File: config.mk
export PLATFORM = sky130hd
export DESIGN_NAME = dlw_walker
export DESIGN_NICKNAME = d
export VERILOG_FILES = /design/src/rtl/dlw_pkg.sv /design/src/rtl/dlw_bswap.sv /design/src/rtl/dlw_len_decode.sv /design/src/rtl/dlw_walker.sv
export SDC_FILE = /design/constraint.sdc
export NUM_CORES = 1
export LEC_CHECK = 0
export BUFFER_PORTS_ARGS = -buffer_cell sky130_fd_sc_hd__clkbuf_2
export CORE_ASPECT_RATIO = 1.5
export CORE_UTILIZATION = 35
export DETAILED_ROUTE_END_ITERATION = 7
export SLEW_MARGIN = 15
export SYNTH_ARGS = -nofsm -noshare
export SYNTH_HDL_FRONTEND = slang
export SYNTH_SLANG_ARGS = --single-unit
File: constraint.sdc
create_clock -name clk -period 3.3 [get_ports clk]
set_input_delay 0.495 -clock clk [delete_from_list [all_inputs] [get_ports clk]]
set_output_delay 0.495 -clock clk [all_outputs]
set_load 0.01 [all_outputs]
File: src/rtl/dlw_pkg.sv
package dlw_pkg;
    localparam int WORD_W     = 32;
    localparam int WORD_BYTES = WORD_W / 8;
    localparam int DESC_WORDS = 4;
    localparam int DESC_BYTES = DESC_WORDS * WORD_BYTES;
    localparam int WIN_BITS   = 16;
    localparam int LEN_W      = WIN_BITS + 1;
    localparam int EOL_BIT    = 31;
    localparam int FULL_BIT   = WIN_BITS;

    typedef enum logic [1:0] {
        ST_IDLE,
        ST_REQ,
        ST_RSP,
        ST_SEG
    } walk_st_e;

    typedef enum logic [2:0] {
        ERR_NONE    = 3'd0,
        ERR_RSVD    = 3'd1,
        ERR_ZLEN    = 3'd2,
        ERR_CROSS   = 3'd3,
        ERR_OVERRUN = 3'd4
    } walk_err_e;

    typedef struct packed {
        logic [WORD_W-1:0] addr;
        logic [LEN_W-1:0]  len;
        logic              last;
    } seg_t;
endpackage

File: src/rtl/dlw_bswap.sv
module dlw_bswap #(
    parameter int BYTES = 4
) (
    input  logic [8*BYTES-1:0] din,
    output logic [8*BYTES-1:0] dout
);
    for (genvar i = 0; i < BYTES; i++) begin : g_lane
        assign dout[8*i +: 8] = din[8*(BYTES-1-i) +: 8];
    end
endmodule

File: src/rtl/dlw_len_decode.sv
module dlw_len_decode
    import dlw_pkg::*;
(
    input  logic [WIN_BITS-1:0] addr_lo,
    input  logic [WIN_BITS-1:0] len_fld,
    input  logic                full_flag,
    output logic [LEN_W-1:0]    seg_len,
    output logic                zero_err,
    output logic                cross_err
);
    logic [LEN_W-1:0] room;

    always_comb begin
        zero_err  = (len_fld == '0) && !full_flag;
        seg_len   = (len_fld == '0) ? {full_flag, {WIN_BITS{1'b0}}} : {1'b0, len_fld};
        room      = (LEN_W'(1) << WIN_BITS) - {1'b0, addr_lo};
        cross_err = seg_len > room;
    end
endmodule

File: src/rtl/dlw_walker.sv
module dlw_walker
    import dlw_pkg::*;
#(
    parameter int MAX_ENTRIES = 64
) (
    input  logic                                 clk,
    input  logic                                 rst,
    input  logic                                 start,
    input  logic [31:0]                          list_ptr,
    output logic                                 busy,
    output logic                                 rd_req_valid,
    input  logic                                 rd_req_ready,
    output logic [31:0]                          rd_req_addr,
    input  logic                                 rd_rsp_valid,
    output logic                                 rd_rsp_ready,
    input  logic [31:0]                          rd_rsp_data,
    output logic                                 seg_valid,
    input  logic                                 seg_ready,
    output logic [31:0]                          seg_addr,
    output logic [16:0]                          seg_len,
    output logic                                 seg_last,
    output logic [$clog2(MAX_ENTRIES+1)-1:0]     entry_count,
    output logic [2:0]                           err_code
);
    localparam int CNT_W   = $clog2(MAX_ENTRIES + 1);
    localparam int IDX_W   = $clog2(DESC_WORDS);
    localparam int ALIGN_W = $clog2(DESC_BYTES);
    localparam int BYTE_W  = $clog2(WORD_BYTES);

    walk_st_e          state;
    walk_err_e         err_q;
    logic [WORD_W-1:0] base_q;
    logic [IDX_W-1:0]  widx;
    logic [CNT_W-1:0]  cnt_q;
    seg_t              seg_q;

    logic [WORD_W-1:0] word_sw;
    logic [LEN_W-1:0]  dec_len;
    logic              dec_zero;
    logic              dec_cross;

    dlw_bswap #(.BYTES(WORD_BYTES)) u_swap (
        .din  (rd_rsp_data),
        .dout (word_sw)
    );

    dlw_len_decode u_dec (
        .addr_lo   (seg_q.addr[WIN_BITS-1:0]),
        .len_fld   (word_sw[WIN_BITS-1:0]),
        .full_flag (word_sw[FULL_BIT]),
        .seg_len   (dec_len),
        .zero_err  (dec_zero),
        .cross_err (dec_cross)
    );

    always_ff @(posedge clk) begin
        if (rst) begin
            state  <= ST_IDLE;
            err_q  <= ERR_NONE;
            base_q <= '0;
            widx   <= '0;
            cnt_q  <= '0;
            seg_q  <= '0;
        end else begin
            case (state)
                ST_IDLE: begin
                    if (start) begin
                        base_q <= {list_ptr[WORD_W-1:ALIGN_W], {ALIGN_W{1'b0}}};
                        widx   <= '0;
                        cnt_q  <= '0;
                        err_q  <= ERR_NONE;
                        state  <= ST_REQ;
                    end
                end
                ST_REQ: begin
                    if (rd_req_ready) state <= ST_RSP;
                end
                ST_RSP: begin
                    if (rd_rsp_valid) begin
                        if (widx == IDX_W'(DESC_WORDS-1)) begin
                            if (dec_zero) begin
                                err_q <= ERR_ZLEN;
                                state <= ST_IDLE;
                            end else if (dec_cross) begin
                                err_q <= ERR_CROSS;
                                state <= ST_IDLE;
                            end else begin
                                seg_q.len  <= dec_len;
                                seg_q.last <= word_sw[EOL_BIT];
                                state      <= ST_SEG;
                            end
                        end else if (widx == IDX_W'(1)) begin
                            seg_q.addr <= word_sw;
                            widx       <= widx + IDX_W'(1);
                            state      <= ST_REQ;
                        end else if (word_sw != '0) begin
                            err_q <= ERR_RSVD;
                            state <= ST_IDLE;
                        end else begin
                            widx  <= widx + IDX_W'(1);
                            state <= ST_REQ;
                        end
                    end
                end
                ST_SEG: begin
                    if (seg_ready) begin
                        cnt_q <= cnt_q + CNT_W'(1);
                        if (seg_q.last) begin
                            state <= ST_IDLE;
                        end else if (cnt_q == CNT_W'(MAX_ENTRIES-1)) begin
                            err_q <= ERR_OVERRUN;
                            state <= ST_IDLE;
                        end else begin
                            base_q <= base_q + WORD_W'(DESC_BYTES);
                            widx   <= '0;
                            state  <= ST_REQ;
                        end
                    end
                end
                default: state <= ST_IDLE;
            endcase
        end
    end

    assign busy         = (state != ST_IDLE);
    assign rd_req_valid = (state == ST_REQ);
    assign rd_req_addr  = base_q + {{(WORD_W-IDX_W-BYTE_W){1'b0}}, widx, {BYTE_W{1'b0}}};
    assign rd_rsp_ready = (state == ST_RSP);
    assign seg_valid    = (state == ST_SEG);
    assign seg_addr     = seg_q.addr;
    assign seg_len      = seg_q.len;
    assign seg_last     = seg_q.last;
    assign entry_count  = cnt_q;
    assign err_code     = err_q;
endmodule

==> results of run 1 <==
[layout make-up]
type	count	area, um2	area share
well taps	196	245	0.0358
clock inverters	5	60.1	0.00877
multi-input cells	521	3180	0.465
inverters	14	52.6	0.00768
clock buffers	11	253	0.0369
flip-flops and latches	92	1840	0.269
repair buffers	209	1210	0.177
[logic make-up (layout without fill, tap and decap cells)]
group	after synthesis	in the layout	share of synthesized area
XOR/XNOR	19	19	0.0314
AND/OR/NAND/NOR	279	279	0.252
flip-flops	92	92	0.347
adder cells (fa/ha/maj)	22	22	0.0519
AO/OA/AOI/OAI	195	195	0.225
other	1	2	0.000707
buffers and inverters	108	239	0.0835
multiplexers	4	4	0.00755
[what timing repair did]
| item | 4_1_cts | 5_1_grt |
|---|---|---|
| pin swaps | 2 | 18 |
| setup endpoints to repair | 23 | 23 |
| resized for setup | 8 | 22 |
| setup buffers | 1 | 0 |
| cloned | 0 | 0 |
[cells in the mapped netlist, drive strengths merged, types with 3 or more instances]
master    n
nand2b    4
a21oi    90
mux2i     4
xor2     12
and4      4
buf      20
nand3    19
and2      5
nor2     44
o31ai    25
dfxtp    92
nand2   123
nor3     13
o22ai     3
ha       22
nor4     13
a21o      6
xnor2     7
inv      13
clkbuf   74
a211oi   11
nand4    30
or4       4
o21a      3
o21ai    28
a31oi     6
or3       4
and3      8
a22oi     6
[per-layer routing]
layer	vias up	track usage	wire (um)
li1	2779	-	-
met1	2575	0.233	6770
met2	132	0.392	8700
met3	8	0.0339	631
met4	0	0.0578	172
met5	-	0	0
[path summary, 6_finish.rpt]
path	to	slack (ns)
hold reg to reg	seg_addr[31]	0.45
setup / recovery	seg_len[8]	0.0008
setup reg to reg	seg_len[8]	0.0008
hold / removal	seg_addr[24]	0.39
[critical path: stages, from the launching register on]
cell,delay (ns)
dfxtp_1,0.31
or4_4,0.53
or3_4,0.42
or3_4,0.35
ha_4,0.27
nand4_1,0.11
nor3_2,0.23
nand3_1,0.13
buf_4,0.16
a22oi_2,0.15
buf_6,0.17
buf_4,0.12
nand4_1,0.09
a21oi_1,0.17
[flip-flops by register name, summed over array words and instances (netlist names)]
| signal | count |
|---|---|
| base_q | 28 |
| entry_count | 7 |
| err_code | 3 |
| seg_addr | 32 |
| seg_last | 1 |
| seg_len | 17 |
| state | 2 |
| widx | 2 |
[power by group through the flow]
stage	Combinational [W]	Sequential [W]	Clock [W]
floorplan	0.000341	0.00123	0
global placement	0.000493	0.00125	0
detailed placement	0.000494	0.00125	0
CTS	0.000501	0.00123	0.00112
global route	0.000565	0.00124	0.00117
finish	0.000505	0.00123	0.00109
[layout by cell type, fill, tap and decap left out, types with 3 or more instances in the layout]
| master | n |
|---|---|
| or4_1 | 3 |
| nor4_1 | 11 |
| o31ai_1 | 17 |
| nor2_1 | 44 |
| o21ai_0 | 26 |
| and3_1 | 8 |
| nand4_1 | 30 |
| inv_1 | 13 |
| buf_6 | 4 |
| nand2_1 | 120 |
| nor3_1 | 10 |
| mux2i_1 | 4 |
| a211oi_1 | 11 |
| o21a_1 | 3 |
| clkbuf_16 | 9 |
| dfxtp_1 | 90 |
| nor3_2 | 3 |
| buf_4 | 44 |
| o22ai_1 | 3 |
| nand2_2 | 3 |
| and2_1 | 5 |
| o31ai_2 | 7 |
| ha_1 | 21 |
| xor2_1 | 12 |
| clkbuf_2 | 159 |
| nand2b_1 | 4 |
| a22oi_1 | 5 |
| xnor2_1 | 7 |
| and4_1 | 4 |
| a21o_1 | 6 |
| nand3_1 | 19 |
| a21oi_1 | 89 |
| a31oi_1 | 6 |
[per-stage QoR]
stage,setup TNS (ns),hold WS [ns],area (um2),setup slack [ns]
after floorplan,0,0.461,5320,0.000624
after global placement,-1.43,0.443,6380,-0.111
after detailed placement,-2.18,0.447,6380,-0.161
after CTS,0,0.372,6730,0.00144
after global routing,-1.78,0.385,6850,-0.128
final,0,0.388,6850,0.000774
==> results.md, run 1 <==
* Worst Setup End Kind: flop
* Drt pass-1 iters at 4
* Final Critical Period at 3.30 ns
* Final max-slew violation count at 0
* Outcome: finished clean
* Clk Latency, worst-skew pair at 0.34 ns
* Gate Count Post-Synth at 720
* DR iter-0 viols at 127
* Drt total wl at 16300 um
* Startpoint Class: flop
* Vias per inst at 5.24
* Combinational share of power at 0.179
* Dpl hpwl at 11800 um
* Diode count at 0
* Die width at 103 um
* Initial Utilization at 0.362
* Sequential share of power at 0.435
* Worst r2r path cells at 13
* Unique cell type count in the Yosys netlist at 60
* Pint at 0.00200 W
* Hold_buf cts at 0
* Fin cells at 1048
* Top cell type by total area after synthesis: dfxtp_1
* Detail Route Antenna Nets at 0
* Num rows at 54
* Synthesized area per cell at 7.37 um2
* Remaining DRCs at 0
* Max Freq at 303 MHz
* Largest net degree at the start of global routing at 53
* Unrepaired setup endpoints after global routing: yes
* P&R area growth vs syn at 29.1%
* Clk slew on worst S/H paths at 0.07 ns
* Core footprint at 14700 um2
* Max-cap viol count at 0
* Yosys warns at 0
* Rel. slew slack at 0.255
* Post-synth EDFFs at 0
* Primary FF master, synth: dfxtp_1
* Crit path DAT at 3.54 ns
* Final #Nets at 939
* Pleak at 2.89 nW
* Setup crit start: seg_addr[7]
* GPL Wtd Cong at 0.821
* First-pass GRT wire length at 25800 um
* Hold path depth at 3
* Clk root buf: clkbuf_16
* Worst-margin pin slew at 1.11 ns
* Worst VDD drop at 0.292 mV
* Register bit total from synthesis at 92
* Per-cell routed wire length at 15.5 um
* GRT Util Overall at 0.209
* Fin. Hold Viols at 0
* Share of cells above drive strength 1 at 0.303
* Net Sw Power at 0.000818 W
* CP Class: flop to flop
* Pwr/cell area at 412 nW/um2
* Number of global-route vias before repair at 5245
* Clock share of power at 0.385
* Yosys top cell area share at 0.347
* Crit-path max FO at 7
* Port Buf Inserts at 159
* Switching Share at 0.290
* Via count at 5494
* Post-layout util at 0.467
* Max Buffers Root-to-Sink at 2
* Placed Cells at 1031
* Pwr Total at 0.00282 W
* Finish-stage setup viols at 0
* Die area at 15700 um2
* WP data required at 3.54 ns
* Fill cell count at 1555
* Cell area after synthesis at 5310 um2
* Synth async-reset ratio at 0
* Synth top area cells: dfxtp_1 35%, nand2_1 8.7%, a21oi_1 8.5%, clkbuf_1 5.2%, ha_1 5.2%
* HP Start: rd_rsp_data[0]
* CTS Sinks at 92
* Die height at 153 um
* Fin crit share at 1.00
* CTS tree: yes
* Hold Crit Class: input pin to flop
* H-Tree Depth at 3
* Top Ports at 166
* CTS buffer count at 9
* Total gr overflow at 0
* Initial antenna violation count at 0
* Post-synthesis sequential area ratio at 0.347
* Reg-to-Reg Start: seg_addr[7]
* Worst clock skew at 0.0111 ns
(Power assumes the default switching activity.)
==> run 2, diff against run 1 <==
GPL_TIMING_DRIVEN = 0   (was default)
==> results.md, run 2 (synthesis gave the netlist of run 1 again) <==
* Outcome: finished with violations
* Failing checks: setup timing
* Crit path max-delay family: simple AND/OR/NAND/NOR gates
* Setup crit start: seg_addr[7]
* Fin area at 7100 um2
* Clk Latency, worst-skew pair at 0.35 ns
* Max reg flops at 32
* Most common cell after layout, fill and taps aside: clkbuf_2
* Worst clock skew at 0.0101 ns
* First-pass GRT wire length at 27200 um
* Hold path depth at 3
* Total gr overflow at 0
* GRT Util Overall at 0.224
* GPL Wtd Cong at 0.885
* Worst r2r path cells at 12
* WHS at 0.378 ns
* Placed Cells at 1075
* Share of cells above drive strength 1 at 0.273
* Die area at 15700 um2
* Max-cap viol count at 0
* Placed cell areas at 6350 um2
* Final #Nets at 994
* Num rows at 54
* Clk root buf: clkbuf_16
* Max Freq at 289 MHz
* CP bufs+invs at 2
* HP Start: rd_rsp_data[14]
* CP Class: flop to flop
* Crit-path cells: or4_4 -> or3_4 -> or3_4 -> ha_4 -> nand4_1 -> nor3_2 -> nand3_1 -> a22o_1 -> buf_6 -> buf_12 -> o31ai_2 -> a21oi_1
* Crit-path max FO at 6
* Pleak at 2.89 nW
* Pwr/cell area at 417 nW/um2
* Final max-slew violation count at 0
* Dpl hpwl at 13400 um
* Setup WS post-layout at -0.163 ns
* Reg-to-Reg End: seg_len[4]
* Number of global-route vias before repair at 5375
* Worst-margin pin slew at 0.898 ns
* Per-cell routed wire length at 16.1 um
* Pwr Total at 0.00296 W
* Initial Utilization at 0.362
* Startpoint Class: flop
* CP most frequent cell: or3_4
* CTS Sinks at 92
* H-Tree Depth at 3
* WP data required at 3.50 ns
* Drt pass-1 iters at 5
* Diode count at 0
* Reg2reg setup slack at -0.16 ns
* Crit path DAT at 3.66 ns
* Die height at 153 um
* Remaining DRCs at 0
* Max incr delay on CP at 0.53 ns
* Hold_buf cts at 0
* Port Buf Inserts at 158
* Core footprint at 14700 um2
* Most frequent cells in the layout: 158 x clkbuf_2, 121 x nand2_1, 88 x dfxtp_1
* Fin crit share at 1.05
* Drt total wl at 17800 um
* Hold EP: seg_addr[22]
* Worst-path cell with the longest stage delay: or4_4
* CTS tree: yes
* Final Critical Period at 3.46 ns
* Top Ports at 166
* Largest net degree at the start of global routing at 18
* Finish-stage setup viols at 22
* Fin cells at 1103
* Worst Setup End Kind: flop
* CTS buffer count at 9
* Vias per inst at 5.30
* P&R area growth vs syn at 33.8%
* WP depth at 12
* Reg-to-Reg Start: seg_addr[7]
* Initial antenna violation count at 0
* Hold Crit Class: input pin to flop
* Max Buffers Root-to-Sink at 2
* Die width at 103 um
* Rel. slew slack at 0.401
* Detail Route Antenna Nets at 0
* Unrepaired setup endpoints after global routing: yes
* Clk slew on worst S/H paths at 0.07 ns
* Via count at 5841
* DR iter-0 viols at 256
* Fin. Hold Viols at 0
* Worst VDD drop at 0.277 mV
==> run 2: layer usage <==
metal  global-route usage  up-vias  part of all wire
met3               0.0394       34             0.051
met2                0.416      204              0.52
met1                0.242     2705              0.40
met5                    0        -                 0
li1                     -     2898                 -
met4               0.0891        0             0.030
==> run 2: worst max path at each step <==
stage	endpoint
2_1_floorplan	seg_len[16]
3_3_place_gp	seg_len[14]
4_1_cts	seg_len[10]
6_report	seg_len[4]
5_1_grt	seg_len[11]
3_5_place_dp	seg_len[7]
==> run 2: per-stage QoR <==
stage                     setup WS, ns  utilization  TNS [ns]
after CTS                       -0.180        0.472     -3.55
final                           -0.163        0.484     -2.58
after floorplan               0.000624            -         0
after global placement          -0.494        0.433     -8.53
after global routing            -0.304        0.484     -5.93
after detailed placement        -0.490        0.433     -8.77
==> run 2: worst min-delay path: cells and delay by family <==
| kind | cells | cell delay [ns] |
|---|---|---|
| buffers and inverters | 1 | 0.09 |
| and+or+nand+nor | 1 | 0.05 |
| AOI/OAI and AO/OA | 1 | 0.05 |
==> run 2: cell type report <==
class                      count  area, um2
fill                        1527       7570
buffer                        94        408
multi-input combinational    521       3290
timing repair buffer         170        918
clock buffer                   9        225
sequential                    92       1850
tap                          196        245
clock inverter                 7        105
inverter                      14       52.6
==> run 2: where the power goes <==
group	internal, W	leakage (nW)	switching, W
Clock	0.000678	0.159	0.000491
Sequential	0.00116	0.749	0.0000587
Combinational	0.000228	1.99	0.000343
Total	0.00206	2.89	0.000893
==> run 2: timing repair <==
action,CTS,global route
buffers inserted,11,0
endpoints found under the setup margin,23,23
gates cloned,0,1
resized for setup,29,27
pin swaps,31,22
==> run 3, diff against run 2 <==
PLACE_DENSITY = 0.71   (was default)
==> results.md, run 3 (synthesis gave the netlist of run 1 again) <==
* Placed Cells at 1075
* DR iter-0 viols at 240
* Total gr overflow at 0
* Outcome: finished with violations
* Num rows at 54
* Initial antenna violation count at 0
* Crit path DAT at 3.76 ns
* Hold Crit Class: input pin to flop
* Max incr delay on CP at 0.54 ns
* Dpl hpwl at 13000 um
* Clk Latency, worst-skew pair at 0.34 ns
* Fin cells at 1101
* Detail Route Antenna Nets at 0
* Remaining DRCs at 0
* Worst-margin pin slew at 0.920 ns
* Worst-path cell with the longest stage delay: or4_4
* H-Tree Depth at 3
* Setup TNS at -3.85 ns
* Worst VDD drop at 0.305 mV
* Crit-path max FO at 5
* WP data required at 3.53 ns
* CP Class: flop to flop
* Port Buf Inserts at 158
* CTS buffer count at 9
* Multi-input gate area at 3270 um2
* Drt pass-1 iters at 5
* Most common cell after layout, fill and taps aside: clkbuf_2
* Max Buffers Root-to-Sink at 2
* Final max-slew violation count at 0
* Reg2reg setup slack at -0.22 ns
* Clk slew on worst S/H paths at 0.07 ns
* Number of global-route vias before repair at 5521
* Pleak at 2.87 nW
* Hold_buf cts at 0
* Drt total wl at 17400 um
* FF+latch area at 1850 um2
* Final Critical Period at 3.52 ns
* Most frequent cells in the layout: 158 x clkbuf_2, 121 x nand2_1, 88 x dfxtp_1
* GRT Util Overall at 0.222
* Crit path max-delay family: simple AND/OR/NAND/NOR gates
* Via count at 5872
* Core footprint at 14700 um2
* First-pass GRT wire length at 27200 um
* CP bufs+invs at 1
* Fin crit share at 1.07
* Pwr/cell area at 404 nW/um2
* Worst Setup End Kind: flop
* GPL Wtd Cong at 0.919
* Die width at 103 um
* Finish-stage setup viols at 22
* Max reg flops at 32
* Crit-path cells: or4_4 -> or3_4 -> or3_4 -> ha_4 -> nand4_1 -> nor3_2 -> nand3_1 -> a22o_1 -> buf_6 -> o311a_1 -> a31o_1
* Final #Nets at 992
* Share of cells above drive strength 1 at 0.272
* Initial Utilization at 0.362
* Top Ports at 166
* CP most frequent cell: or3_4
* Fin. Hold Viols at 0
* Failing checks: setup timing
* CTS tree: yes
* Worst clock skew at 0.00502 ns
* Fill cell count at 1526
* Startpoint Class: flop
* CTS Sinks at 92
* P&R area growth vs syn at 32.2%
* Vias per inst at 5.33
* Rel. slew slack at 0.387
* Die area at 15700 um2
* Max Freq at 284 MHz
* Per-cell routed wire length at 15.8 um
* Diode count at 0
* Unrepaired setup endpoints after global routing: yes
* Setup WS post-layout at -0.224 ns
* Max-cap viol count at 0
* Largest net degree at the start of global routing at 16
* Clk root buf: clkbuf_16
* Die height at 153 um
## run 3: area by class of cell
| cell class | count | area share |
|---|---|---|
| Buffer | 94 | 0.0578 |
| Sequential cell | 92 | 0.264 |
| Clock inverter | 6 | 0.00892 |
| Clock buffer | 10 | 0.0341 |
| Multi-Input combinational cell | 521 | 0.466 |
| Timing Repair Buffer | 168 | 0.127 |
| Tap cell | 196 | 0.0350 |
| Inverter | 14 | 0.00749 |
## run 3: per-stage QoR
step / instance area [um2] / utilization / hold slack [ns] / total power [W] / setup slack, ns
finish: 7020 / 0.478 / 0.387 / 0.00284 / -0.224
global route: 7020 / 0.478 / 0.392 / 0.00297 / -0.337
CTS: 6880 / 0.469 / 0.371 / 0.00285 / -0.134
detailed placement: 6350 / 0.433 / 0.450 / 0.00178 / -0.491
global placement: 6350 / 0.433 / 0.443 / 0.00178 / -0.435
floorplan: 5320 / - / 0.461 / 0.00157 / 0.000624
## run 3: worst paths after layout
kind | startpoint | endpoint | cells past startpoint
setup / recovery | seg_addr[6] | seg_len[16] | 11
setup reg to reg | seg_addr[6] | seg_len[16] | 11
hold / removal | rd_rsp_data[15] | seg_addr[23] | 3
hold reg to reg | seg_addr[29] | seg_addr[29] | 2
## run 3: worst reg2reg max path, stage by stage, from the launching register on
cell and delay (ns):
dfxtp_4 0.34, or4_4 0.54, or3_4 0.38, or3_4 0.36, ha_4 0.27, nand4_1 0.13, nor3_2 0.28, nand3_1 0.14
a22o_1 0.30, buf_6 0.16, o311a_1 0.33, a31o_1 0.18
## run 3: timing repair
action	4_1_cts	5_1_grt
pin swaps	13	27
gates resized for setup	31	21
setup buffers	8	2
setup endpoints to repair	23	23
## run 3: power by group
group	switching (W)	leakage (nW)	internal, W
Combinational	0.000342	1.96	0.000228
Sequential	0.0000599	0.749	0.00116
Clock	0.000440	0.153	0.000608
Total	0.000842	2.87	0.00200
## run 3: metal layers
metal	share of wire	vias up	routed length [um]	GRT usage
li1	-	2890	-	-
met1	0.38	2710	6660	0.242
met2	0.52	227	8990	0.400
met3	0.064	45	1110	0.0431
met4	0.034	0	589	0.106
met5	0	-	0	0
